[config.mk]
export PLATFORM = sky130hd
export DESIGN_NAME = phy_regport_master
export DESIGN_NICKNAME = d
export VERILOG_FILES = /design/src/rtl/phy_regport_pkg.sv /design/src/rtl/phy_regport_pulse.sv /design/src/rtl/phy_regport_sync2.sv /design/src/rtl/phy_regport_seq.sv /design/src/rtl/phy_regport_master.sv
export SDC_FILE = /design/constraint.sdc
export NUM_CORES = 1
export LEC_CHECK = 0
export ABC_CLOCK_PERIOD_IN_PS = 1600
export BUFFER_PORTS_ARGS = -buffer_cell sky130_fd_sc_hd__clkbuf_2
export CAP_MARGIN = 30
export CORE_MARGIN = 2
export CORE_UTILIZATION = 33
export DETAILED_ROUTE_END_ITERATION = 16
export PLACE_DENSITY = 0.58
export SLEW_MARGIN = 20
export SYNTH_ARGS = -nofsm -noshare
export SYNTH_HDL_FRONTEND = slang
export SYNTH_SLANG_ARGS = --single-unit
export TNS_END_PERCENT = 20
[constraint.sdc]
create_clock -name clk -period 1.6 [get_ports clk]
set_input_delay 0.16 -clock clk [delete_from_list [all_inputs] [get_ports clk]]
set_output_delay 0.16 -clock clk [all_outputs]
set_load 0.05 [all_outputs]
[src/rtl/phy_regport_pkg.sv]
package phy_regport_pkg;
    typedef enum logic [2:0] {
        S_IDLE,
        S_WARM,
        S_SELECT,
        S_LAUNCH,
        S_EN_PULSE,
        S_GAP,
        S_CHECK,
        S_POLL_PULSE
    } rp_state_e;
endpackage

[src/rtl/phy_regport_pulse.sv]
module phy_regport_pulse #(
    parameter int HALF_CYC = 4
) (
    input  logic clk,
    input  logic rst_n,
    input  logic go_i,
    output logic port_clk_o,
    output logic done_o
);
    localparam int CW = $clog2(HALF_CYC + 1);

    typedef struct packed {
        logic          act;
        logic          hi;
        logic [CW-1:0] cnt;
        logic          done;
    } pg_t;

    pg_t q, d;

    always_comb begin
        d = q;
        d.done = 1'b0;
        if (!q.act) begin
            if (go_i) begin
                d.act = 1'b1;
                d.hi  = 1'b1;
                d.cnt = CW'(HALF_CYC - 1);
            end
        end else if (q.cnt == '0) begin
            if (q.hi) begin
                d.hi  = 1'b0;
                d.cnt = CW'(HALF_CYC - 1);
            end else begin
                d.act  = 1'b0;
                d.done = 1'b1;
            end
        end else begin
            d.cnt = q.cnt - 1'b1;
        end
    end

    always_ff @(posedge clk or negedge rst_n) begin
        if (!rst_n) q <= '0;
        else        q <= d;
    end

    assign port_clk_o = q.act & q.hi;
    assign done_o     = q.done;

    p_high_hold_r8: assert property (@(posedge clk) disable iff (!rst_n)
        $rose(port_clk_o) |=> port_clk_o);
    p_low_hold_r8: assert property (@(posedge clk) disable iff (!rst_n)
        $fell(port_clk_o) |=> !port_clk_o);
    p_go_when_idle_r1: assert property (@(posedge clk) disable iff (!rst_n)
        go_i |-> !q.act);
endmodule

[src/rtl/phy_regport_sync2.sv]
module phy_regport_sync2 (
    input  logic clk,
    input  logic rst_n,
    input  logic async_i,
    output logic sync_o
);
    logic meta_q, sync_q;

    always_ff @(posedge clk or negedge rst_n) begin
        if (!rst_n) begin
            meta_q <= 1'b0;
            sync_q <= 1'b0;
        end else begin
            meta_q <= async_i;
            sync_q <= meta_q;
        end
    end

    assign sync_o = sync_q;
endmodule

[src/rtl/phy_regport_seq.sv]
module phy_regport_seq
    import phy_regport_pkg::*;
#(
    parameter int AW       = 16,
    parameter int DW       = 16,
    parameter int WARMUP   = 100,
    parameter int POLL_MAX = 10,
    parameter int POLL_GAP = 8
) (
    input  logic          clk,
    input  logic          rst_n,
    input  logic          start_i,
    input  logic          write_i,
    input  logic [AW-1:0] addr_i,
    input  logic [DW-1:0] wdata_i,
    input  logic          pulse_done_i,
    input  logic          ack_i,
    input  logic [DW-1:0] rdata_hi_i,
    output logic          pulse_go_o,
    output logic          busy_o,
    output logic          done_o,
    output logic [DW-1:0] rd_data_o,
    output logic          timeout_o,
    output logic          sel_o,
    output logic          wen_o,
    output logic          ren_o,
    output logic [AW-1:0] port_addr_o,
    output logic [DW-1:0] port_wdata_o
);
    localparam int WCW = $clog2(WARMUP + 1);
    localparam int PCW = $clog2(POLL_MAX + 1);
    localparam int GCW = $clog2(POLL_GAP + 1);

    typedef struct packed {
        rp_state_e      st;
        logic           write;
        logic [AW-1:0]  addr;
        logic [DW-1:0]  wdata;
        logic           sel;
        logic           wen;
        logic           ren;
        logic [AW-1:0]  paddr;
        logic [DW-1:0]  pwdata;
        logic [WCW-1:0] wcnt;
        logic [PCW-1:0] pcnt;
        logic [GCW-1:0] gcnt;
        logic           done;
        logic           to;
        logic [DW-1:0]  rdata;
    } seq_t;

    seq_t q, d;
    logic go_d;

    always_comb begin
        d      = q;
        go_d   = 1'b0;
        d.done = 1'b0;
        unique case (q.st)
            S_IDLE: if (start_i) begin
                d.st    = S_WARM;
                d.write = write_i;
                d.addr  = addr_i;
                d.wdata = wdata_i;
                d.to    = 1'b0;
                d.wcnt  = '0;
                go_d    = 1'b1;
            end
            S_WARM: if (pulse_done_i) begin
                if (q.wcnt == WCW'(WARMUP - 1)) begin
                    d.st     = S_SELECT;
                    d.sel    = 1'b1;
                    d.paddr  = q.addr;
                    d.pwdata = q.write ? q.wdata : '0;
                end else begin
                    d.wcnt = q.wcnt + 1'b1;
                    go_d   = 1'b1;
                end
            end
            S_SELECT: begin
                d.wen = q.write;
                d.ren = !q.write;
                d.st  = S_LAUNCH;
            end
            S_LAUNCH: begin
                go_d = 1'b1;
                d.st = S_EN_PULSE;
            end
            S_EN_PULSE: if (pulse_done_i) begin
                d.wen  = 1'b0;
                d.ren  = 1'b0;
                d.pcnt = '0;
                d.gcnt = GCW'(POLL_GAP);
                d.st   = S_GAP;
            end
            S_GAP: begin
                if (q.gcnt == '0) d.st = S_CHECK;
                else              d.gcnt = q.gcnt - 1'b1;
            end
            S_CHECK: begin
                if (ack_i) begin
                    d.done  = 1'b1;
                    d.sel   = 1'b0;
                    d.rdata = q.write ? '0 : rdata_hi_i;
                    d.st    = S_IDLE;
                end else if (q.pcnt == PCW'(POLL_MAX - 1)) begin
                    d.done  = 1'b1;
                    d.sel   = 1'b0;
                    d.to    = 1'b1;
                    d.rdata = '0;
                    d.st    = S_IDLE;
                end else begin
                    d.pcnt = q.pcnt + 1'b1;
                    go_d   = 1'b1;
                    d.st   = S_POLL_PULSE;
                end
            end
            S_POLL_PULSE: if (pulse_done_i) begin
                d.gcnt = GCW'(POLL_GAP);
                d.st   = S_GAP;
            end
            default: d.st = S_IDLE;
        endcase
    end

    always_ff @(posedge clk or negedge rst_n) begin
        if (!rst_n) q <= '{st: S_IDLE, default: '0};
        else        q <= d;
    end

    assign pulse_go_o   = go_d;
    assign busy_o       = (q.st != S_IDLE);
    assign done_o       = q.done;
    assign rd_data_o    = q.rdata;
    assign timeout_o    = q.to;
    assign sel_o        = q.sel;
    assign wen_o        = q.wen;
    assign ren_o        = q.ren;
    assign port_addr_o  = q.paddr;
    assign port_wdata_o = q.pwdata;

    p_sel_until_done_r2: assert property (@(posedge clk) disable iff (!rst_n)
        $fell(sel_o) |-> done_o);
    p_wdata_before_wen_r3: assert property (@(posedge clk) disable iff (!rst_n)
        $rose(wen_o) |-> ($stable(port_wdata_o) && $stable(port_addr_o)));
    p_one_enable_r4: assert property (@(posedge clk) disable iff (!rst_n)
        !(wen_o && ren_o));
    p_enable_needs_sel_r4: assert property (@(posedge clk) disable iff (!rst_n)
        (wen_o || ren_o) |-> sel_o);
    p_poll_bound_r5: assert property (@(posedge clk) disable iff (!rst_n)
        q.pcnt < PCW'(POLL_MAX));
    p_timeout_at_done_r6: assert property (@(posedge clk) disable iff (!rst_n)
        $rose(timeout_o) |-> (done_o && rd_data_o == '0));
    p_start_ignored_r9: assert property (@(posedge clk) disable iff (!rst_n)
        (busy_o && start_i) |=> ($stable(q.addr) && $stable(q.write) && busy_o));
    p_done_single_r10: assert property (@(posedge clk) disable iff (!rst_n)
        done_o |=> !done_o);
    p_timeout_hold_r10: assert property (@(posedge clk) disable iff (!rst_n)
        (!busy_o && !start_i) |=> $stable(timeout_o));
endmodule

[src/rtl/phy_regport_master.sv]
module phy_regport_master #(
    parameter int AW       = 16,
    parameter int DW       = 16,
    parameter int HALF_CYC = 4,
    parameter int WARMUP   = 100,
    parameter int POLL_MAX = 10,
    parameter int POLL_GAP = 8
) (
    input  logic            clk,
    input  logic            rst_n,
    input  logic            start_i,
    input  logic            write_i,
    input  logic [AW-1:0]   addr_i,
    input  logic [DW-1:0]   wdata_i,
    output logic            busy_o,
    output logic            done_o,
    output logic [DW-1:0]   rd_data_o,
    output logic            timeout_o,
    output logic            rp_clk_o,
    output logic            rp_sel_o,
    output logic            rp_wen_o,
    output logic            rp_ren_o,
    output logic [AW-1:0]   rp_addr_o,
    output logic [2*DW-1:0] rp_wword_o,
    input  logic [2*DW-1:0] rp_rword_i,
    input  logic            rp_ack_i
);
    logic          go, pdone, ack_s;
    logic [DW-1:0] pwdata;
    logic          unused_rword_lo;

    assign unused_rword_lo = ^rp_rword_i[DW-1:0];

    phy_regport_sync2 u_sync (
        .clk    (clk),
        .rst_n  (rst_n),
        .async_i(rp_ack_i),
        .sync_o (ack_s)
    );

    phy_regport_pulse #(.HALF_CYC(HALF_CYC)) u_pulse (
        .clk       (clk),
        .rst_n     (rst_n),
        .go_i      (go),
        .port_clk_o(rp_clk_o),
        .done_o    (pdone)
    );

    phy_regport_seq #(
        .AW(AW), .DW(DW), .WARMUP(WARMUP),
        .POLL_MAX(POLL_MAX), .POLL_GAP(POLL_GAP)
    ) u_seq (
        .clk         (clk),
        .rst_n       (rst_n),
        .start_i     (start_i),
        .write_i     (write_i),
        .addr_i      (addr_i),
        .wdata_i     (wdata_i),
        .pulse_done_i(pdone),
        .ack_i       (ack_s),
        .rdata_hi_i  (rp_rword_i[2*DW-1:DW]),
        .pulse_go_o  (go),
        .busy_o      (busy_o),
        .done_o      (done_o),
        .rd_data_o   (rd_data_o),
        .timeout_o   (timeout_o),
        .sel_o       (rp_sel_o),
        .wen_o       (rp_wen_o),
        .ren_o       (rp_ren_o),
        .port_addr_o (rp_addr_o),
        .port_wdata_o(pwdata)
    );

    assign rp_wword_o = {pwdata, {DW{1'b0}}};
endmodule

==> flow_metrics.env <==
export IMPL_status="finished, violations left"
export IMPL_failed_checks="negative setup slack"
export IMPL_floorplan_initialDensity=0.334
export IMPL_min_from="wdata_i[15]"
export IMPL_slew_viol_final=0
export IMPL_die_y_um=130
export IMPL_synth_cells=507
export IMPL_syn_avg_cell_area_um2=10.4
export IMPL_clk_latency_ns=0.35
export IMPL_core_area_um2=15700
export IMPL_slowest_delay_ns=0.37
export IMPL_ant_nets=0
export IMPL_p_leak_nw=3.56
export IMPL_finalHoldViolations=0
export IMPL_crit_fanout=8
export IMPL_worstHoldPathCells=3
export IMPL_final_util=0.425
export IMPL_wl_per_cell_um=13.2
export IMPL_crit_chain="ha_2 > nand4b_1 > nor3_4 > nand2_4 > buf_12 > mux2_2"
export IMPL_ys_seq_area_frac=0.534
export IMPL_top_usage_layer="met2"
export IMPL_track_usage=0.133
export IMPL_rsz0062_at_grt="yes"
export IMPL_clk_pin_slew_ns=0.07
export IMPL_drive_above_1_share=0.339
export IMPL_grtUsageMet3=0.0299
export IMPL_viasPerCell=4.42
export IMPL_vias=3718
export IMPL_grt_first_pass_wirelength_mm=17.7
export IMPL_pwr_share_comb=0.344
export IMPL_diodes=0
export IMPL_drt_iter0_markers=226
export IMPL_boundaryPins=140
export IMPL_cts_buffers_inserted=9
export IMPL_setup_viol_count_final=40
export IMPL_ff2ff_setup_slack_ns=-0.11
export IMPL_ys_types=51
export IMPL_reg2reg_from="u_seq.q[26]"
export IMPL_switchingPower_mw=3.51
export IMPL_synth_edf_count=0
export IMPL_worstHoldPathType="primary input to flop"
export IMPL_remaining_drc_errors=0
export IMPL_async_flop_share=1.00
export IMPL_cts_root_buffer="clkbuf_16"
export IMPL_htreeDepth=3
export IMPL_areaGrowthSynthToFinish_pct=27.3
export IMPL_layout_nets=696
export IMPL_die_area_um2=16900
export IMPL_crit_required_ns=1.83
export IMPL_netSwitchingFraction=0.349
export IMPL_grt_max_degree=65
export IMPL_ctsLongestPathBuffers=2
export IMPL_synthFlopType="dfrtp_1"
export IMPL_antenna_found_initial=0
export IMPL_synth_area_um2=5250
export IMPL_dp_hpwl_mm=7.48
export IMPL_period_needed_ns=1.71
export IMPL_clock_skew_ns=0.00705
export IMPL_powerDensity_nw_per_um2=1500
export IMPL_port_buffers=107
export IMPL_whs_endpoint="u_seq.q[83]"
export IMPL_max_freq_mhz=586
export IMPL_rows=46
export IMPL_grt_pass1_vias=3700
export IMPL_timing_final_crit_share=1.07
export IMPL_fin_ws_ns=-0.106
export IMPL_synth_top_area_share=0.534
export IMPL_hold_ws_ns=0.0106
export IMPL_gr_usage_met1=0.167
export IMPL_p_clk_frac=0.255
export IMPL_firstDrtPassIters=4
export IMPL_end_kind="flop"
export IMPL_tritoncts="done"
export IMPL_irDropWorstVdd_uv=581
export IMPL_drt_wl_total_mm=11.1
export IMPL_ys_warn_count=0
export IMPL_yosys_top_cells_area="dfrtp_1 53%, nand2_1 9.7%, buf_4 9.4%"
export IMPL_die_x_um=130
export IMPL_seqPwrFrac=0.401
export IMPL_slowest_stage="dfrtp_1"
export IMPL_maxCapViolations=0
export IMPL_crit_arrival_ns=1.94
export IMPL_internal_power_mw=6.53
export IMPL_overflow=0
export IMPL_r2r_end="u_seq.port_addr_o[7]"
export IMPL_cts_sinks=112
export IMPL_rr_worst_depth=6
export IMPL_crit_path_start_kind="flop"
export IMPL_ys_ff_latch=112
export IMPL_place_congestion=0.783
export IMPL_use_met2=0.227
export IMPL_synth_top_area_cell="dfrtp_1"
export IMPL_crit_type="flop to flop"
==> metrics by stage <==
step / setup slack (ns) / TNS [ns] / cell area [um2] / total power, mW / cells
floorplan: -0.0181 / -0.0272 / 5320 / 6.29 / 522
global placement: -0.0118 / -0.0961 / 5880 / 6.99 / 794
detailed placement: -0.0582 / -0.788 / 5880 / 7.11 / 794
CTS: -0.127 / -1.14 / 6560 / 10.0 / 835
global route: -0.160 / -6.36 / 6680 / 10.7 / 841
finish: -0.106 / -3.18 / 6680 / 10.0 / 841
==> power by group through the flow <==
stage	combinational (mW)	sequential, mW	clock, mW
after floorplan	2.21	4.08	0
after global placement	2.94	4.05	0
after detailed placement	3.03	4.08	0
after CTS	3.35	4.02	2.65
after global routing	3.83	4.12	2.76
final	3.45	4.03	2.56
==> logic make-up after synthesis <==
group,after synthesis,synth area share
xor+xnor,6,0.0100
compound gates,46,0.0696
simple gates,192,0.172
flops,112,0.534
other cells,1,0.000714
buf+inv,109,0.129
fa+ha+maj,7,0.0167
mux,34,0.0686
==> how the worst max path moves through the flow <==
stage	startpoint	end	slack, ns	cells past startpoint
floorplan	u_seq.q[26]	u_pulse.q[1]	-0.02	5
global placement	u_seq.q[26]	u_pulse.q[1]	-0.01	5
global route	u_seq.q[26]	u_seq.port_addr_o[14]	-0.16	6
CTS	u_seq.q[103]	busy_o	-0.13	4
detailed placement	u_seq.q[18]	u_seq.q[20]	-0.06	6
finish	u_seq.q[26]	u_seq.port_addr_o[7]	-0.11	6
==> sequential cells by signal, summed over array words and instances, names as in the netlist <==
| register | flops |
|---|---|
| u_seq.done_o | 1 |
| u_seq.port_addr_o | 16 |
| u_seq.ren_o | 1 |
| u_seq.port_wdata_o | 16 |
| u_sync.sync_o | 1 |
| u_seq.q | 51 |
| u_pulse.q | 5 |
| u_pulse.done_o | 1 |
| u_sync.meta_q | 1 |
| u_seq.timeout_o | 1 |
| u_seq.wen_o | 1 |
| u_seq.sel_o | 1 |
| u_seq.rd_data_o | 16 |
==> layout by cell type, fill, tap and decap left out, types with 2 or more instances in the layout <==
cell and instances:
o21ai_0 8, dlygate4sd3_1 16, ha_1 5, buf_4 30, inv_2 2, or4b_4 2, or3_1 2, nor2_1 14
clkinv_4 2, clkbuf_2 105, mux2_2 16, nand3_1 3, conb_1 16, buf_6 6, dfrtp_2 2, clkbuf_16 10
o211ai_1 2, nor3_1 3, inv_1 23, bufinv_16 3, nand4_1 2, xor2_1 4, a22o_1 17, and4bb_2 2
nand2_1 135, mux2i_1 18, buf_12 12, dfrtp_1 110, a311o_1 2, and3_1 2, a31oi_1 2, o21ai_1 3
a21oi_1 4, nand3b_1 6, xnor2_1 2, and2_1 3, nand2b_1 3
==> critical path, delay by kind of cell (launching register included) <==
family        cells  cell delay, ns
simple gates      3            0.60
flops             1            0.37
mux               1            0.27
fa+ha+maj         1            0.19
buf+inv           1            0.16
==> what timing repair did <==
item	in CTS	in global routing
endpoints found under the hold margin	127	0
buffers inserted	8	6
cloned	1	0
hold buffers	16	0
setup endpoints to repair	35	78
gates resized for setup	21	16
pin swaps	9	9
==> Yosys cell counts (5+ instances only) <==
library cell and n:
nand2_1 136, dfrtp_1 112, buf_4 66, inv_1 25
mux2i_1 18, a22o_1 17, mux2_2 16, nor2_1 14
o21ai_0 11, buf_2 8, clkbuf_1 8, ha_1 7
nand3b_1 6, a21oi_1 5
==> final cells by class <==
class	instances	area, um2
Timing Repair Buffer	171	1270
Tap cell	216	270
Clock inverter	7	120
Inverter	25	93.8
Multi-Input combinational cell	301	1900
Clock buffer	9	225
Sequential cell	112	2810
Fill cell	1526	9030
==> layer usage <==
layer	share of wire	vias to the layer above	wire, um
met5	0	-	0
li1	-	1808	-
met2	0.50	91	5530
met1	0.44	1807	4830
met3	0.049	12	548
met4	0.016	0	183
(Power assumes the default switching activity.)
